--- config.mk ---
export PLATFORM = sky130hd
export DESIGN_NAME = serload_port
export DESIGN_NICKNAME = d
export VERILOG_FILES = /design/src/rtl/serload_pkg.sv /design/src/rtl/serload_sync.sv /design/src/rtl/serload_shifter.sv /design/src/rtl/serload_fsm.sv /design/src/rtl/serload_port.sv
export SDC_FILE = /design/constraint.sdc
export NUM_CORES = 1
export LEC_CHECK = 0
export ABC_AREA = 1
export BUFFER_PORTS_ARGS = -buffer_cell sky130_fd_sc_hd__buf_2
export CORE_MARGIN = 3
export CORE_UTILIZATION = 29
export CTS_CLUSTER_SIZE = 14
export DETAILED_ROUTE_END_ITERATION = 8
export PLACE_DENSITY = 0.45
export SYNTH_ARGS = -nofsm -noshare
export SYNTH_HDL_FRONTEND = slang
export SYNTH_SLANG_ARGS = --single-unit
--- constraint.sdc ---
create_clock -name clk -period 1 [get_ports clk]
set_input_delay 0.15 -clock clk [delete_from_list [all_inputs] [get_ports clk]]
set_output_delay 0.15 -clock clk [all_outputs]
set_load 0.02 [all_outputs]
--- src/rtl/serload_pkg.sv ---
package serload_pkg;

    typedef enum logic [1:0] {
        ST_HOLD  = 2'd0,
        ST_ARMED = 2'd1,
        ST_XFER  = 2'd2
    } load_state_t;

    localparam int SYNC_STAGES = 2;

endpackage

--- src/rtl/serload_sync.sv ---
module serload_sync #(
    parameter int WIDTH  = 3,
    parameter int STAGES = 2
) (
    input  logic             clk,
    input  logic             rst_n,
    input  logic [WIDTH-1:0] async_in,
    output logic [WIDTH-1:0] sync_out
);
    logic [WIDTH-1:0] pipe [STAGES];

    always_ff @(posedge clk or negedge rst_n) begin
        if (!rst_n) pipe[0] <= '0;
        else        pipe[0] <= async_in;
    end

    for (genvar s = 1; s < STAGES; s++) begin : g_stage
        always_ff @(posedge clk or negedge rst_n) begin
            if (!rst_n) pipe[s] <= '0;
            else        pipe[s] <= pipe[s-1];
        end
    end

    assign sync_out = pipe[STAGES-1];
endmodule

--- src/rtl/serload_shifter.sv ---
module serload_shifter #(
    parameter int WORD_W = 19
) (
    input  logic              clk,
    input  logic              rst_n,
    input  logic              sclk_s,
    input  logic              dat_s,
    output logic [WORD_W-1:0] sr
);
    logic sclk_q;

    always_ff @(posedge clk or negedge rst_n) begin
        if (!rst_n) begin
            sclk_q <= 1'b0;
            sr     <= '0;
        end else begin
            sclk_q <= sclk_s;
            if (sclk_s && !sclk_q)
                sr <= {sr[WORD_W-2:0], dat_s};
        end
    end
endmodule

--- src/rtl/serload_fsm.sv ---
module serload_fsm
    import serload_pkg::*;
(
    input  logic clk,
    input  logic rst_n,
    input  logic le_s,
    input  logic route_bit,
    output logic ld_ref,
    output logic ld_div
);
    load_state_t state, state_nxt;

    always_ff @(posedge clk or negedge rst_n) begin
        if (!rst_n) state <= ST_HOLD;
        else        state <= state_nxt;
    end

    always_comb begin
        state_nxt = state;
        unique case (state)
            ST_HOLD:  if (!le_s) state_nxt = ST_ARMED;
            ST_ARMED: if (le_s)  state_nxt = ST_XFER;
            ST_XFER:             state_nxt = ST_HOLD;
            default:             state_nxt = ST_HOLD;
        endcase
    end

    always_comb begin
        ld_ref = 1'b0;
        ld_div = 1'b0;
        unique case (state)
            ST_XFER: begin
                ld_ref = route_bit;
                ld_div = !route_bit;
            end
            default: ;
        endcase
    end
endmodule

--- src/rtl/serload_port.sv ---
module serload_port #(
    parameter int REF_W     = 14,
    parameter int SWAL_W    = 7,
    parameter int MAIN_W    = 11,
    parameter int MIN_RATIO = 5
) (
    input  logic              clk,
    input  logic              rst_n,
    input  logic              ser_clk,
    input  logic              ser_dat,
    input  logic              ser_le,
    output logic [REF_W-1:0]  ref_ratio,
    output logic              presc_sel,
    output logic              pd_polarity,
    output logic              lock_out_sel,
    output logic [SWAL_W-1:0] swallow_cnt,
    output logic [MAIN_W-1:0] main_cnt,
    output logic              ref_ratio_low,
    output logic              main_ratio_low
);
    localparam int REF_WORD = 1 + REF_W + 3;
    localparam int DIV_WORD = 1 + SWAL_W + MAIN_W;
    localparam int WORD_W   = (REF_WORD > DIV_WORD) ? REF_WORD : DIV_WORD;

    logic [2:0]        pins_s;
    logic [WORD_W-1:0] sr;
    logic              ld_ref, ld_div;
    logic              sclk_s, dat_s, le_s;

    serload_sync #(.WIDTH(3), .STAGES(serload_pkg::SYNC_STAGES)) u_sync (
        .clk      (clk),
        .rst_n    (rst_n),
        .async_in ({ser_le, ser_dat, ser_clk}),
        .sync_out (pins_s)
    );
    assign {le_s, dat_s, sclk_s} = pins_s;

    serload_shifter #(.WORD_W(WORD_W)) u_shift (
        .clk    (clk),
        .rst_n  (rst_n),
        .sclk_s (sclk_s),
        .dat_s  (dat_s),
        .sr     (sr)
    );

    serload_fsm u_fsm (
        .clk       (clk),
        .rst_n     (rst_n),
        .le_s      (le_s),
        .route_bit (sr[0]),
        .ld_ref    (ld_ref),
        .ld_div    (ld_div)
    );

    always_ff @(posedge clk or negedge rst_n) begin
        if (!rst_n) begin
            ref_ratio     <= '0;
            presc_sel     <= 1'b0;
            pd_polarity   <= 1'b0;
            lock_out_sel  <= 1'b0;
            ref_ratio_low <= 1'b0;
        end else if (ld_ref) begin
            ref_ratio     <= sr[REF_W:1];
            presc_sel     <= sr[REF_W+1];
            pd_polarity   <= sr[REF_W+2];
            lock_out_sel  <= sr[REF_W+3];
            ref_ratio_low <= (sr[REF_W:1] < REF_W'(MIN_RATIO));
        end
    end

    always_ff @(posedge clk or negedge rst_n) begin
        if (!rst_n) begin
            swallow_cnt    <= '0;
            main_cnt       <= '0;
            main_ratio_low <= 1'b0;
        end else if (ld_div) begin
            swallow_cnt    <= sr[SWAL_W:1];
            main_cnt       <= sr[SWAL_W+MAIN_W:SWAL_W+1];
            main_ratio_low <= (sr[SWAL_W+MAIN_W:SWAL_W+1] < MAIN_W'(MIN_RATIO));
        end
    end
endmodule

==> results.txt, run 1 <==
* RSZ-0062 raised after global routing: yes
- Most common cell in the synthesized netlist: sky130_fd_sc_hd__dfrtp_1
* Placer Congestion: 0.7227
* Area after detailed placement: 2974 um2
- Average cell area after synthesis: around 11 um2
- Cells after Synth: ~230
* Initial antenna violation count: 0
* Sequential cell area: 1628 um2
* Post-detail-place hpwl: roughly 3400 um
- At the worst endpoint, the arrival time is approximately 1300 ps.
- Number of warnings printed during yosys synthesis: 0
- Residual DRC count: 0
* Endpoint type of the worst setup path: flop
- Including well taps, the total number of placed cells is roughly 380.
* Nature of the critical path startpoint: flop
- Relative to the synthesized area, the layout overhead comes to 49.98%.
- H-tree depth: 3
- Final net count: around 330
- Total routed wirelength: between 5000 and 6000 um
- Core Footprint: 8382 um2
- Starting density of the core: 0.3041
* Final setup violation count: 59
- Via count of the routed design: approximately 1.9k
- Clock-pin slew was measured on the worst setup and hold paths at ~70 ps.
* Non-filler instance count after layout: 430
- Violated checks: setup timing
- The share of synthesized area in the top cell type comes to 0.6382.
- In this run the remaining antenna-violating nets after routing total 0.
- Yosys attributes the largest share of cell area to sky130_fd_sc_hd__dfrtp_1 (64%), sky130_fd_sc_hd__o21ai_2 (12%), sky130_fd_sc_hd__nand2_1 (9.0%).
- GRT Residual Overflow: 0
- Root cell of the clock tree: sky130_fd_sc_hd__clkbuf_8
- For the pin with the worst max-slew slack, the measured transition is between 300 and 400 ps.
* Part of the cycle the worst path needs: 1.053
- Number of violations reported at the end of detailed-routing iteration 0: 38
- Critical Path RT: approximately 1200 ps
- Number of flops mapped to enable cells by yosys: 0
- Max-cap violations in this run came to 0.
- Once routing completed, OpenROAD measured the worst setup slack at -53.15 ps.
- Counting flops and latches in the post-synthesis netlist gives between 60 and 70.
- Hold is met by ~350 ps.
- The clock reaches the later pin of the worst-skew pair after between 300 and 400 ps.
* Dominant delay contributor by cell family on the critical path: flip-flops
- Pin placement for this block handled 42 I/O pins.
* Worst ir drop on vdd: approximately 0.7 mV
* Sink Count: 65
* Sequential cell area fraction in the yosys report: 0.6382
- Number of standard-cell rows in the floorplan: 33
- On the critical path, the stage with the largest delay is an instance of sky130_fd_sc_hd__dfrtp_1.
- Synthesized netlist net count: ~240
- Average routed wire per standard cell: 12.94 um
- TritonCTS built the clock tree.
- Number of antenna repair diodes: 0
* Die area: roughly 9900 um2
- Via-to-Cell Ratio: around 4.3
- In the synthesized netlist the dominant register cell turns out to be sky130_fd_sc_hd__dfrtp_1.
- Count of input and output buffers: 41
- The routed design could run at a clock period as short as between 1000 and 1500 ps.
- Category of the most critical setup path: flop to flop
* TritonCTS buffer count: 9
- Share of layout cells above drive strength 1: 0.5108
- For this run, the total global-route usage over all layers was measured as 0.1159.
- Of all flip-flops after synthesis, the portion carrying an async set or reset was 1.000.
- Before CTS, the worst setup slack after placement is -56.19 ps.
- Class of the most critical hold timing path: input port to async pin
- Power density relative to cell area: ~2100 nW/um2
- Library cell occupying the most area in the post-synthesis netlist: sky130_fd_sc_hd__dfrtp_1
- Summed over all cells, the static leakage comes to 1.823 nW.
* Outcome: finished with violations
* Distinct cell type count of the synthesized netlist: 16
- In this run the tightest slew margin relative to its limit is 0.7689.
* Chip Width: 99.75 um
- For this run, the share of the core covered by cells in the final layout is 0.4560.
* Largest clock skew in the final design: ~10 ps
* Die Y: between 90 and 100 um
- Drt pass-1 iters: 4
- First-pass GRT wire length: 8887 um
- Combined buffer and inverter count along the critical path: 2
- Summing all multi-input logic gate instances after layout gives approximately 850 um2.
- The count of pins over their slew limit is 0.
- The number of global-route vias before repair came to about 1.8k.
* Synth top cells by count: sky130_fd_sc_hd__dfrtp_1 (65), sky130_fd_sc_hd__nand2_1 (61), sky130_fd_sc_hd__o21ai_2 (34), sky130_fd_sc_hd__inv_1 (22), sky130_fd_sc_hd__o21ai_0 (19)
- Along the worst path, the maximum fanout reaches 22.
- For this run, the slowest stage of the critical path takes approximately 420 ps.
* Largest net degree at the start of global routing: 66
- In this run the cell area of the synthesized design comes to 2549 um2.
- Maximum clock path buffer count: 2
- The finished cells cover approximately 3800 um2.
- Derived from the worst setup path, the maximum achievable clock frequency is between 900 and 1000 MHz.
- Count of fill cells added during filler insertion: between 800 and 900
* Crit path cell chain: inv_2 -> nand3_4 -> buf_12 -> nand2_1 -> o21ai_2
* Hold Vio Cnt, Final: 0
## cell type report
class / count / area share
flip-flops and latches: 65 / 0.4259
repair buffers: 85 / 0.2409
clock buffers: 13 / 0.03633
well taps: 105 / 0.03437
clock inverters: 3 / 0.01702
multi-input cells: 137 / 0.2232
inverters: 22 / 0.02226
## repair_timing
action | in CTS | in global routing
buffers inserted | 14 | 10
gates resized for setup | 86 | 42
hold buffers | 4 | 0
pin swaps | 0 | 1
gates cloned | 0 | 4
hold endpoints to repair | 68 | 0
endpoints found under the setup margin | 74 | 81
## report_power, final
part | total (mW) | internal (mW) | switching (mW) | leakage (nW)
sequential | 3.41 | 3.06 | 0.346 | 0.860
combinational | 2.42 | 1.23 | 1.19 | 0.862
clock | 2.36 | 1.41 | 0.954 | 0.102
total | 8.19 | 5.70 | 2.49 | 1.82
## sequential cells by signal (all words and copies together) (netlist names)
signal and flops:
main_cnt 11, swallow_cnt 7, u_sync.sync_out 3, ref_ratio 14, u_fsm.state 2, pd_polarity 1, u_shift.sclk_q 1, u_shift.sr 19
main_ratio_low 1, lock_out_sel 1, presc_sel 1, ref_ratio_low 1, u_sync.pipe 3
## tightest hold or removal path: stages
cell and delay (ps):
sky130_fd_sc_hd__dlygate4sd3_1 520, sky130_fd_sc_hd__buf_2 120, sky130_fd_sc_hd__buf_12 300
## worst paths after layout
path | from | to | slack [ps] | cells after the start
setup / recovery | u_shift.sr[0]$_DFFE_PN0P_ | swallow_cnt[5]$_DFFE_PN0P_ | -50 | 5
hold / removal | rst_n | main_cnt[7]$_DFFE_PN0P_ | 350 | 3
setup reg to reg | u_shift.sr[0]$_DFFE_PN0P_ | swallow_cnt[5]$_DFFE_PN0P_ | -50 | 5
hold reg to reg | u_sync.pipe[5]$_DFF_PN0_ | u_sync.sync_out[2]$_DFF_PN0_ | 350 | 0
max in group asynchronous | rst_n | u_fsm.state[1]$_DFFE_PN0P_ | 360 | 3
min in group clk | u_sync.pipe[5]$_DFF_PN0_ | u_sync.sync_out[2]$_DFF_PN0_ | 350 | 0
## cell families (layout without fill, tap and decap cells)
group,after synthesis,after routing,share of synthesized area
simple gates,83,83,0.1384
flops,65,65,0.6382
buf+inv,32,123,0.06725
compound gates,54,54,0.1561
## per-stage QoR
step / TNS, ps / power [mW]
global placement: -755.7 / 5.040
global route: -4529 / 8.669
CTS: -2232 / 8.064
floorplan: 0 / 4.436
detailed placement: -926.3 / 5.068
finish: -1012 / 8.192
## cells in the final DEF, fill, tap and decap left out, types with 2 or more instances in the layout
master                          instances
sky130_fd_sc_hd__dfrtp_1               64
sky130_fd_sc_hd__buf_6                 38
sky130_fd_sc_hd__o21ai_2               36
sky130_fd_sc_hd__nand2_1               35
sky130_fd_sc_hd__buf_4                 29
sky130_fd_sc_hd__nand2_2               24
sky130_fd_sc_hd__inv_1                 18
sky130_fd_sc_hd__o21ai_1               14
sky130_fd_sc_hd__nor2_1                14
sky130_fd_sc_hd__clkbuf_8               9
sky130_fd_sc_hd__buf_12                 7
sky130_fd_sc_hd__nand2_4                5
sky130_fd_sc_hd__clkbuf_1               4
sky130_fd_sc_hd__dlygate4sd3_1          4
sky130_fd_sc_hd__buf_2                  4
sky130_fd_sc_hd__inv_2                  3
sky130_fd_sc_hd__o21ai_0                3
sky130_fd_sc_hd__clkbuf_16              3
sky130_fd_sc_hd__nand3_4                2
sky130_fd_sc_hd__bufinv_16              2
## metal layers
layer / wire length, um / global-route usage
met5: 0 / 0
met4: 129 / 0.06303
met3: 223 / 0.03576
met2: 2601 / 0.1678
met1: 2612 / 0.1543
Note: power is estimated with default switching activity, not from simulation.
==> run 2, diff against run 1 <==
--- a/config.mk
+++ b/config.mk
@@ -5,13 +5,12 @@
 export SDC_FILE = /design/constraint.sdc
 export NUM_CORES = 1
 export LEC_CHECK = 0
-export ABC_AREA = 1
 export BUFFER_PORTS_ARGS = -buffer_cell sky130_fd_sc_hd__buf_2
 export CORE_MARGIN = 3
 export CORE_UTILIZATION = 29
 export CTS_CLUSTER_SIZE = 14
 export DETAILED_ROUTE_END_ITERATION = 8
-export PLACE_DENSITY = 0.45
+export PLACE_DENSITY = 0.46
 export SYNTH_ARGS = -nofsm -noshare
 export SYNTH_HDL_FRONTEND = slang
 export SYNTH_SLANG_ARGS = --single-unit
==> results.txt, run 2 <==
- The number of nets produced by synthesis came to 147 (was 239).
- Violated checks: setup timing (unchanged).
* Number of violations reported at the end of detailed-routing iteration 0: 56 (was 38)
- Nature of the critical path startpoint: flop (unchanged)
- The most common cell after layout, fill and taps aside is sky130_fd_sc_hd__dfrtp_1 (unchanged).
* Residual DRC count: 0 (unchanged)
- Initial antenna violation count: 0 (unchanged)
- Outcome: finished with violations (unchanged).
- The part of the total power dissipated in the clock network was 0.209 (was 0.288).
- Most flops, register: u_shift.sr (unchanged)
- Average cell area after synthesis: 16.96 um2 (was 10.89 um2)
- Highest net fanout along the worst path: 8 (was 22)
- The share of post-route cells with drive strength above 1 was 0.6557 (was 0.5108).
* Max-slew violation count: 0 (unchanged)
- The required time of the critical path was 1210 ps (was 1230 ps).
- The total of warnings raised by yosys was 0 (unchanged).
* Die Y: 97.14 um (was 99.75 um)
- The overall routing resource usage came to 0.1145 (was 0.1159).
- The area growth from synthesis to layout came to 57.40% (was 49.98%).
- The most common cell in the synthesized netlist is sky130_fd_sc_hd__dfrtp_1 (unchanged).
* Static leakage power: 1.891 nW (was 1.823 nW)
- Part of the cycle the worst path needs: 1.361 (was 1.053)
- Placed cell count: 302 (was 382)
* Largest net degree at the start of global routing: 66 (unchanged)
- The worst voltage drop across the vdd grid came to 1.339 mV (was 0.6816 mV).
- The final setup slack of the worst path came to -361.2 ps (was -53.15 ps).
* Final Power: 10.42 mW (was 8.192 mW)
- The total number of vias is 1,492 (was 1,852).
* Top flip-flop cell by instance count after synthesis: sky130_fd_sc_hd__dfrtp_1 (unchanged)
- Transition time at the pin with the least slew margin: 342.3 ps (was 346.6 ps)
* Slew HR: 0.7718 (was 0.7689)
* Category of the most critical setup path: flop to flop (unchanged)
* Count of input and output buffers: 41 (unchanged)
* Sequential cell area fraction in the yosys report: 0.6753 (was 0.6382)
- Largest clock skew in the final design: 5.887 ps (was 10.45 ps)
* Average routed wire per standard cell: 15.27 um (was 12.94 um)
- Chip Width: 97.14 um (was 99.75 um)
* Top area cells in the synthesized netlist: sky130_fd_sc_hd__dfrtp_1 (68%), sky130_fd_sc_hd__mux2_2 (22%), sky130_fd_sc_hd__mux2_4 (5.0%) (was sky130_fd_sc_hd__dfrtp_1 (64%), sky130_fd_sc_hd__o21ai_2 (12%), sky130_fd_sc_hd__nand2_1 (9.0%))
* Starting density of the core: 0.3054 (was 0.3041)
- Commonest cells after routing, fill and taps aside: sky130_fd_sc_hd__dfrtp_1 (65), sky130_fd_sc_hd__mux2_4 (41), sky130_fd_sc_hd__buf_6 (39) (was sky130_fd_sc_hd__dfrtp_1 (64), sky130_fd_sc_hd__buf_6 (38), sky130_fd_sc_hd__o21ai_2 (36))
* Distinct cell type count of the synthesized netlist: 17 (was 16)
- The number of global-route vias before repair is 1,656 (was 1,813).
- The number of flops mapped to enable cells by yosys was 0 (unchanged).
* Detail Route Antenna Nets: 0 (unchanged)
- The worst hold path begins at u_sync.pipe[5]$_DFF_PN0_.
- The largest area contributor in the synthesized netlist is sky130_fd_sc_hd__dfrtp_1 (unchanged).
- TritonCTS buffer count: 9 (unchanged)
* Endpoint of the worst hold path: u_sync.sync_out[2]$_DFF_PN0_
* Count of max-cap constraint violations: 0 (unchanged)
- Switch share: 0.2992 (was 0.3041)
- Largest register FFs: 19 (unchanged)
- The number of I/O pins came to 42 (unchanged).
- The total clock sinks came to 65 (unchanged).
- GRT Residual Overflow: 0 (unchanged)
- The placement row count was 32 (was 33).
* Clock tree from TritonCTS: done (unchanged)
- The number of nets in the final layout is 245 (was 325).
- Worst reg2reg path startpoint: u_fsm.state[0]$_DFFE_PN0P_ (was u_shift.sr[0]$_DFFE_PN0P_)
- The peak clock frequency supported by timing is 734.6 MHz (was 949.5 MHz).
* Leading registers by flop count: u_shift.sr (19), ref_ratio (14), main_cnt (11) (unchanged)
- Cell depth of the worst hold path: 0
* Number of antenna repair diodes: 0 (unchanged)
* Drt pass-1 iters: 4 (unchanged)
- The final count of negative-setup-slack endpoints is 76 (was 59).
- Share of the synthesized area in the top cell type: 0.6753 (was 0.6382)
* H-tree depth: 3 (unchanged)
- Cells after Synth: 142 (was 234)
- The post-route cell area was 3791 um2 (was 3822 um2).
- The worst min-delay path category is flop to flop (was input port to async pin).
- Relative contribution of combinational cells to total power: 0.402 (was 0.296)
- The share of synthesized flip-flops with an asynchronous set or reset came to 1.000 (unchanged).
- The maximum number of buffers from clock root to sink is 2 (unchanged).
- The area enclosed by the die boundary was 9435 um2 (was 9949 um2).
- The master cell of the clock root buffer was sky130_fd_sc_hd__clkbuf_8 (unchanged).
* Synthesized area: 2409 um2 (was 2549 um2)
* Power density relative to cell area: 2747 nW/um2 (was 2143 nW/um2)
- The core area came to 7888 um2 (was 8382 um2).
* R2R depth: 4 (was 5)
- Clock transition at path regs: 60 ps (was 70 ps)
- Net Sw Power: 3.116 mW (was 2.492 mW)
* Total routed wirelength: 5284 um (was 5566 um)
- RSZ-0062 raised after global routing: yes (unchanged).
* First-pass GRT wire length: 8659 um (was 8887 um)
* Data arrival time of the worst path: 1570 ps (was 1280 ps)
* Endpoint type of the worst setup path: flop (unchanged)
- Internal Power: 7.299 mW (was 5.701 mW)
* Area after detailed placement: 2984 um2 (was 2974 um2)
- Via-to-Cell Ratio: 4.312 (was 4.307)
- Crit Reg-Reg Endpoint: main_cnt[8]$_DFFE_PN0P_ (was swallow_cnt[5]$_DFFE_PN0P_)
* Worst setup slack for register-to-register paths: -360 ps (was -50 ps)
- Clock latency on the worst-skew pair: 330 ps (was 340 ps)
* Number of synthesized register bits: 65 (unchanged)
- Synth top cells by count: sky130_fd_sc_hd__dfrtp_1 (65), sky130_fd_sc_hd__mux2_2 (46), sky130_fd_sc_hd__mux2_4 (8), sky130_fd_sc_hd__o21ai_0 (4) (was sky130_fd_sc_hd__dfrtp_1 (65), sky130_fd_sc_hd__nand2_1 (61), sky130_fd_sc_hd__o21ai_2 (34), sky130_fd_sc_hd__inv_1 (22), sky130_fd_sc_hd__o21ai_0 (19)).
- Relative contribution of sequential cells to total power: 0.389 (was 0.416)
- The post-detailed-placement half-perimeter wirelength is 3041 um (was 3382 um).
- The final period demand of the worst path was 1361 ps (was 1053 ps).
- The global placement routability congestion is 0.7329 (was 0.7227).
- The final standard cell count with taps included and fillers excluded is 346 (was 430).
- Fin Setup TNS: -14,550 ps (was -1012 ps)
- The final hold violation count came to 0 (unchanged).
==> run 2: what timing repair did <==
| item | CTS | global route |
|---|---|---|
| endpoints found under the hold margin | 68 | 0 |
| cloned | 2 | 1 |
| gates resized for setup | 88 | 12 |
| buffers inserted | 13 | 10 |
| hold buffers | 4 | 0 |
| pin swaps | 1 | 1 |
| setup endpoints to repair | 93 | 93 |
==> run 2: layout make-up <==
| cell class | instances | area [um2] |
|---|---|---|
| sequential | 65 | 1627 |
| clock inverter | 3 | 40.04 |
| clock buffer | 12 | 155.1 |
| multi-input combinational | 70 | 880.8 |
| fill | 702 | 4096 |
| timing repair buffer | 93 | 957.2 |
| tap | 102 | 127.6 |
| inverter | 1 | 3.754 |
==> run 2: worst max path at each step <==
stage | from | endpoint | slack, ps | cells past startpoint
floorplan | u_fsm.state[0]$_DFFE_PN0P_ | ref_ratio[10]$_DFFE_PN0P_ | -230 | 4
global placement | u_shift.sr[0]$_DFFE_PN0P_ | main_cnt[5]$_DFFE_PN0P_ | -310 | 3
detailed placement | u_shift.sr[0]$_DFFE_PN0P_ | swallow_cnt[6]$_DFFE_PN0P_ | -340 | 3
CTS | u_shift.sr[0]$_DFFE_PN0P_ | swallow_cnt[6]$_DFFE_PN0P_ | -350 | 3
global route | u_fsm.state[0]$_DFFE_PN0P_ | main_cnt[10]$_DFFE_PN0P_ | -390 | 4
finish | u_fsm.state[0]$_DFFE_PN0P_ | main_cnt[8]$_DFFE_PN0P_ | -360 | 4
==> run 2: critical path, stage by stage, from the launching register on <==
cell,delay [ps]
sky130_fd_sc_hd__dfrtp_1,420
sky130_fd_sc_hd__nor3b_4,230
sky130_fd_sc_hd__buf_6,150
sky130_fd_sc_hd__clkbuf_16,160
sky130_fd_sc_hd__mux2_4,300
==> run 2: metal layers <==
metal  global-route usage  share of wire  vias up
met5                    0              0        -
met2               0.1736           0.47       37
met4              0.02916         0.0083        0
met3              0.04953          0.052        4
met1               0.1508           0.47      750
li1                     -              -      701
==> run 2: power groups by stage <==
| stage | combinational (mW) | clock [mW] | sequential [mW] |
|---|---|---|---|
| floorplan | 1.02 | 0 | 4.57 |
| global placement | 2.92 | 0 | 3.93 |
| detailed placement | 2.95 | 0 | 3.97 |
| CTS | 3.96 | 2.26 | 4.05 |
| global route | 4.46 | 2.40 | 4.17 |
| finish | 4.18 | 2.17 | 4.06 |
==> run 2: cells by family after synthesis <==
| kind of cell | share of synthesized area |
|---|---|
| buffers and inverters | 0.01870 |
| flip-flops | 0.6753 |
| AO/OA/AOI/OAI | 0.008312 |
| multiplexers | 0.2649 |
| AND/OR/NAND/NOR | 0.03272 |
==> run 2: stage by stage <==
step,worst slack (ps),util,hold slack [ps]
4_1_cts,-354.1,0.4642,350.8
3_3_place_gp,-306.9,0.3783,190.3
2_1_floorplan,-226.9,-,-145.6
3_5_place_dp,-336.8,0.3783,193.5
5_1_grt,-393.3,0.4806,362.2
6_report,-361.2,0.4806,347.9
